[config.mk]
export PLATFORM = sky130hd
export DESIGN_NAME = ocg_clkout_gen
export DESIGN_NICKNAME = d
export VERILOG_FILES = /design/src/rtl/ocg_pkg.sv /design/src/rtl/ocg_regs.sv /design/src/rtl/ocg_time_tap.sv /design/src/rtl/ocg_edge_sched.sv /design/src/rtl/ocg_clkout_gen.sv
export SDC_FILE = /design/constraint.sdc
export NUM_CORES = 1
export LEC_CHECK = 0
export BUFFER_PORTS_ARGS = -buffer_cell sky130_fd_sc_hd__buf_2
export CORE_MARGIN = 8
export CORE_UTILIZATION = 50
export CTS_CLUSTER_DIAMETER = 80
export CTS_CLUSTER_SIZE = 16
export DETAILED_ROUTE_END_ITERATION = 8
export PLACE_DENSITY_LB_ADDON = 0.12
export SYNTH_ARGS = -nofsm -noshare
export SYNTH_HDL_FRONTEND = slang
export SYNTH_SLANG_ARGS = --single-unit
[constraint.sdc]
create_clock -name clk -period 3.6 [get_ports clk]
set_input_delay 0.18 -clock clk [delete_from_list [all_inputs] [get_ports clk]]
set_output_delay 0.18 -clock clk [all_outputs]
set_load 0.02 [all_outputs]
[src/rtl/ocg_pkg.sv]
package ocg_pkg;

    localparam int DATA_W = 32;
    localparam int TIME_W = 2 * DATA_W;
    localparam int ADDR_W = 3;
    localparam int MASK_W = 1;

    typedef enum logic [ADDR_W-1:0] {
        A_PER_LO  = 3'd0,
        A_PER_HI  = 3'd1,
        A_TGT_LO  = 3'd2,
        A_TGT_HI  = 3'd3,
        A_CTRL    = 3'd4,
        A_PINCFG  = 3'd5,
        A_MSK_SET = 3'd6,
        A_MSK_CLR = 3'd7
    } reg_addr_e;

    typedef struct packed {
        logic irq_on_chg;
        logic sync;
        logic en;
    } ctrl_t;

    typedef struct packed {
        logic native;
        logic dir;
    } pincfg_t;

    function automatic logic [TIME_W-1:0] put_half(
        input logic [TIME_W-1:0] old,
        input logic [DATA_W-1:0] d,
        input logic              hi
    );
        logic [TIME_W-1:0] r;
        r = old;
        if (hi) r[TIME_W-1:DATA_W] = d;
        else    r[DATA_W-1:0]      = d;
        return r;
    endfunction

endpackage

[src/rtl/ocg_regs.sv]
module ocg_regs
    import ocg_pkg::*;
(
    input  logic              clk,
    input  logic              rst,
    input  logic              wr_en,
    input  logic [ADDR_W-1:0] wr_addr,
    input  logic [DATA_W-1:0] wr_data,
    output logic [TIME_W-1:0] period,
    output ctrl_t             ctrl,
    output pincfg_t           pincfg,
    output logic [MASK_W-1:0] mask,
    output logic              tgt_wr_lo,
    output logic              tgt_wr_hi
);

    reg_addr_e addr;

    always_comb begin
        addr      = reg_addr_e'(wr_addr);
        tgt_wr_lo = wr_en && (addr == A_TGT_LO);
        tgt_wr_hi = wr_en && (addr == A_TGT_HI);
    end

    always_ff @(posedge clk) begin
        if (rst) begin
            period <= '0;
            ctrl   <= '0;
            pincfg <= '0;
            mask   <= '0;
        end else if (wr_en) begin
            case (addr)
                A_PER_LO:  period <= put_half(period, wr_data, 1'b0);
                A_PER_HI:  period <= put_half(period, wr_data, 1'b1);
                A_CTRL:    ctrl   <= ctrl_t'(wr_data[$bits(ctrl_t)-1:0]);
                A_PINCFG:  pincfg <= pincfg_t'(wr_data[$bits(pincfg_t)-1:0]);
                A_MSK_SET: mask   <= mask | wr_data[MASK_W-1:0];
                A_MSK_CLR: mask   <= mask & ~wr_data[MASK_W-1:0];
                default: ;
            endcase
        end
    end

endmodule

[src/rtl/ocg_time_tap.sv]
module ocg_time_tap
    import ocg_pkg::*;
#(
    parameter bit RETIME_EN = 1'b1
)(
    input  logic              clk,
    input  logic              rst,
    input  logic              sync_sel,
    input  logic [TIME_W-1:0] sys_time,
    output logic [TIME_W-1:0] cmp_time
);

    generate
        if (RETIME_EN) begin : g_retime
            logic [TIME_W-1:0] time_q;

            always_ff @(posedge clk) begin
                if (rst) time_q <= '0;
                else     time_q <= sys_time;
            end

            assign cmp_time = sync_sel ? time_q : sys_time;
        end else begin : g_direct
            logic unused_sel;

            assign unused_sel = sync_sel;
            assign cmp_time   = sys_time;
        end
    endgenerate

endmodule

[src/rtl/ocg_edge_sched.sv]
module ocg_edge_sched
    import ocg_pkg::*;
(
    input  logic              clk,
    input  logic              rst,
    input  logic              en,
    input  logic              irq_on_chg,
    input  logic [MASK_W-1:0] mask,
    input  logic [TIME_W-1:0] cmp_time,
    input  logic [TIME_W-1:0] period,
    input  logic              tgt_wr_lo,
    input  logic              tgt_wr_hi,
    input  logic [DATA_W-1:0] wr_data,
    output logic [TIME_W-1:0] target,
    output logic              fire,
    output logic              level,
    output logic              irq
);

    logic [TIME_W-1:0] next_target;

    always_comb begin
        fire        = en && (cmp_time >= target);
        next_target = target + period;
    end

    always_ff @(posedge clk) begin
        if (rst) begin
            target <= '0;
            level  <= 1'b0;
            irq    <= 1'b0;
        end else begin
            irq <= fire && irq_on_chg && mask[0];

            if (!en)       level <= 1'b0;
            else if (fire) level <= ~level;

            if (tgt_wr_lo)      target <= put_half(target, wr_data, 1'b0);
            else if (tgt_wr_hi) target <= put_half(target, wr_data, 1'b1);
            else if (fire)      target <= next_target;
        end
    end

endmodule

[src/rtl/ocg_clkout_gen.sv]
module ocg_clkout_gen
    import ocg_pkg::*;
#(
    parameter bit RETIME_EN = 1'b1
)(
    input  logic        clk,
    input  logic        rst,
    input  logic [63:0] sys_time,
    input  logic        wr_en,
    input  logic [2:0]  wr_addr,
    input  logic [31:0] wr_data,
    output logic        pin_out,
    output logic        pin_oe,
    output logic        irq
);

    logic [TIME_W-1:0] period;
    logic [TIME_W-1:0] target;
    logic [TIME_W-1:0] cmp_time;
    ctrl_t             ctrl_q;
    pincfg_t           pincfg_q;
    logic [MASK_W-1:0] mask;
    logic              tgt_wr_lo;
    logic              tgt_wr_hi;
    logic              fire;
    logic              level;
    logic              ctl_en;
    logic              ctl_ie;
    logic              tgt_wr;

    ocg_regs u_regs (
        .clk       (clk),
        .rst       (rst),
        .wr_en     (wr_en),
        .wr_addr   (wr_addr),
        .wr_data   (wr_data),
        .period    (period),
        .ctrl      (ctrl_q),
        .pincfg    (pincfg_q),
        .mask      (mask),
        .tgt_wr_lo (tgt_wr_lo),
        .tgt_wr_hi (tgt_wr_hi)
    );

    ocg_time_tap #(.RETIME_EN(RETIME_EN)) u_tap (
        .clk      (clk),
        .rst      (rst),
        .sync_sel (ctrl_q.sync),
        .sys_time (sys_time),
        .cmp_time (cmp_time)
    );

    ocg_edge_sched u_sched (
        .clk        (clk),
        .rst        (rst),
        .en         (ctrl_q.en),
        .irq_on_chg (ctrl_q.irq_on_chg),
        .mask       (mask),
        .cmp_time   (cmp_time),
        .period     (period),
        .tgt_wr_lo  (tgt_wr_lo),
        .tgt_wr_hi  (tgt_wr_hi),
        .wr_data    (wr_data),
        .target     (target),
        .fire       (fire),
        .level      (level),
        .irq        (irq)
    );

    assign ctl_en  = ctrl_q.en;
    assign ctl_ie  = ctrl_q.irq_on_chg;
    assign tgt_wr  = tgt_wr_lo | tgt_wr_hi;
    assign pin_oe  = pincfg_q.dir & pincfg_q.native;
    assign pin_out = level & pin_oe;

endmodule

==> impl_results.md <==
- Outcome: complete, but fails checks
- Failing checks: setup timing
- Fin crit share: 1.01
- Syn Nets: 1878
- Area of the multi-input gates: 0.00912 mm^2
- Main area contributors after synthesis: dfxtp_1 (30%), ha_1 (12%), a21oi_1 (6.6%), nand2_1 (6.5%), mux2_2 (5.3%)
- DP Cell Count: 2066
- EDFF count, synth: 0
- Vias/cell: 5.88
- Layout cells sized above 1: 0.214
- Syn. warnings: 0
- Drt pass-1 iters: 6
- Worst path arrival time: 4000 ps
- Routed Wire Length: 44200 um
- Pleak: 6.66 nW
- Critical Setup Path Class: register to register
- Crit path depth: 17
- Antenna fix cells: 0
- Share of the synthesized area in the top cell type: 0.301
- Root buf cell: clkbuf_16
- Via count: 12849
- Num ports: 105
- Initial antenna violation count: 0
- Net Sw Power: 1.56 mW
- Final setup violation count: 4
- Fin nets: 2068
- FF+latch area: 0.00401 mm^2
- Max-cap viol count: 0
- CP max-delay cell: dfxtp_4
- Worst path cell trace: buf_6, mux2_2, ha_1, and3_4, a221o_1, a221oi_2, o21ai_2, a211o_1, o21ai_4, buf_6, nor2_4, buf_6, nor2_4, clkbuf_16, buf_6, nand2_2, a21oi_1
- First-pass GRT wire length: 66300 um
- Global Route Usage Sum: 0.264
- Critical path fanouts, max: 5
- Overall die width: 179 um
- HPWL after DPL: 30800 um
- CTS buffer count: 17
- Initial Util: 0.509
- Clock sink count: 200
- #FFs+latches synth: 200
- Avg Cell Area, Syn: 8.07 um^2
- CTS Buffer Depth: 2
- RSZ-0062 raised after global routing: yes
- Area of the mapped netlist: 0.0133 mm^2
- Worst path max stage delay: 410 ps
- Register area share after synthesis: 0.301
- Fin. Hold Viols: 0
- Fin util: 0.634
- Req. time, crit path: 3970 ps
- Mapped Cells: 1648
- Clock Power Share: 0.372
- Hold crit path type: primary input to register
- Int Pwr: 3.67 mW
- Finished Layout Cells: 2186
- Clk_lat worst skew: 450 ps
- Tmin final: 3630 ps
- Routability cong.: 0.950
- Most frequent cells in the layout: nand2_1 (225), dfxtp_1 (199), a21oi_1 (168), nor2_1 (131), ha_1 (111)
- Unique masters post-synth: 83
- CTS tree: built
- CP bufs+invs: 5
- Die H: 179 um
- Async SR Flop Fraction: 0
- WL/cell: 20.2 um
- Port Buffer Count: 104
- Total gr overflow: 0
- Max Slew Vio Count: 0
- CP delay by family, top: compound AO/OA/AOI/OAI gates
- Worst slew pin tran: 1080 ps
- Hold path depth: 3
- Skew final: 21.3 ps
- Worst Slack Setup Final: -31.1 ps
- Synth Flop Type: dfxtp_1
- Filler instances: 2269
- Switching share of total power: 0.298
- Antenna-violating nets left: 0
- Comb power frac: 0.180
- VDD IR max: 0.000319 V
- Commonest non-fill, non-tap cell in the layout: nand2_1
- CP Launch Type: register
- Reg clk slew, reported paths: 80 ps
- CP dominant cell by count: buf_6
- Rel. slew slack: 0.281
- Vias in the first global route: 12379
- Die area: 0.0321 mm^2
- Sequential Power Share: 0.448
- Starting DRT DRC Count: 1092
- CP endpoint kind: register
- Reg2Reg Depth: 17
- Max Clk Rate: 275 MHz
- DRC viols: 0
- PwrDens: 316 mW/mm^2
- Synth area leader: dfxtp_1
- Std cell rows: 59
- Core Box Area: 0.0261 mm^2
- Largest net degree at the start of global routing: 109
- Htree depth: 4
- Area grow syn2layout: 24.5%
## metal layers
layer | GRT usage | up-vias | routed length, um
li1 | - | 6226 | -
met1 | 0.360 | 6071 | 20200
met2 | 0.406 | 487 | 19200
met3 | 0.0545 | 65 | 3460
met4 | 0.0913 | 0 | 1370
met5 | 0 | - | 0
## synth_stat cells, types with 13 or more instances
| library cell | number |
|---|---|
| ha_1 | 127 |
| xor2_1 | 13 |
| nor2b_1 | 78 |
| o21ai_0 | 49 |
| o21ai_1 | 18 |
| nand2_1 | 229 |
| o22ai_1 | 18 |
| nor3_1 | 26 |
| nand4_1 | 24 |
| mux2i_1 | 13 |
| and3_1 | 14 |
| xnor2_1 | 40 |
| a21o_1 | 28 |
| clkbuf_1 | 67 |
| nand3_1 | 22 |
| dfxtp_1 | 200 |
| a21oi_1 | 175 |
| inv_1 | 87 |
| a31oi_1 | 13 |
| nor2_1 | 134 |
| mux2_2 | 63 |
| a211oi_1 | 34 |
## metrics by stage
stage	hold WS, ps	total power [mW]	instance area [um^2]	setup slack (ps)	TNS (ps)
6_report	30.9	5.23	16600	-31.1	-64.9
5_1_grt	24.1	5.44	16600	-116	-2760
4_1_cts	15.8	5.15	15800	-8.47	-8.47
3_5_place_dp	411	3.15	14400	-383	-17180
3_3_place_gp	402	3.14	14400	-286	-11300
2_1_floorplan	308	2.87	13300	21.7	0
## power by group through the flow
stage,clock network [mW],logic (mW),registers (mW)
CTS,1.98,0.833,2.34
global route,2.06,1.03,2.35
detailed placement,0,0.762,2.39
global placement,0,0.746,2.39
finish,1.94,0.941,2.34
floorplan,0,0.493,2.37
## cells by family after synthesis
logic type / share of synthesized area
AOI/OAI and AO/OA: 0.223
xor gates and xnor gates: 0.0349
adders and majority gates: 0.121
buffers and inverters: 0.0530
DFF: 0.301
muxes: 0.0631
and+or+nand+nor: 0.204
## sequential cells by signal, summed over array words and instances (netlist names), named ones only
name                   count
u_sched.irq                1
u_regs.period             64
u_regs.ctrl                3
u_sched.target            64
u_tap.g_retime.time_q     64
u_sched.level              1
u_regs.pincfg              2
## timing repair
item / in CTS / in global routing
hold endpoints to repair: 64 / 0
cloned: 2 / 7
hold buffers: 64 / 0
endpoints found under the setup margin: 64 / 63
gates resized for setup: 13 / 103
pin swaps: 2 / 42
setup buffers: 2 / 15
## layout make-up
cell class | count | area share
multi-input combinational | 1277 | 0.551
sequential | 200 | 0.242
timing repair buffer | 255 | 0.128
clock buffer | 19 | 0.0267
tap | 335 | 0.0253
inverter | 87 | 0.0197
clock inverter | 13 | 0.00785
## path summary, 6_finish.rpt
path                                                     start                             end  slack, ps
worst max register to register     u_regs.ctrl[1]$_SDFFE_PP0P_  u_sched.target[8]$_SDFFE_PP0P_        -30
worst min register to register  u_regs.period[50]$_SDFFE_PP0P_  u_regs.period[50]$_SDFFE_PP0P_        460
worst max-delay path               u_regs.ctrl[1]$_SDFFE_PP0P_  u_sched.target[8]$_SDFFE_PP0P_        -30
worst min-delay path                                wr_data[9]   u_regs.period[9]$_SDFFE_PP0P_         30
## worst min-delay path: cells and delay by family
family          cells  cell delay [ps]
simple gates        1               60
buf+inv             1              140
compound gates      1               50
(Power assumes the default switching activity.)
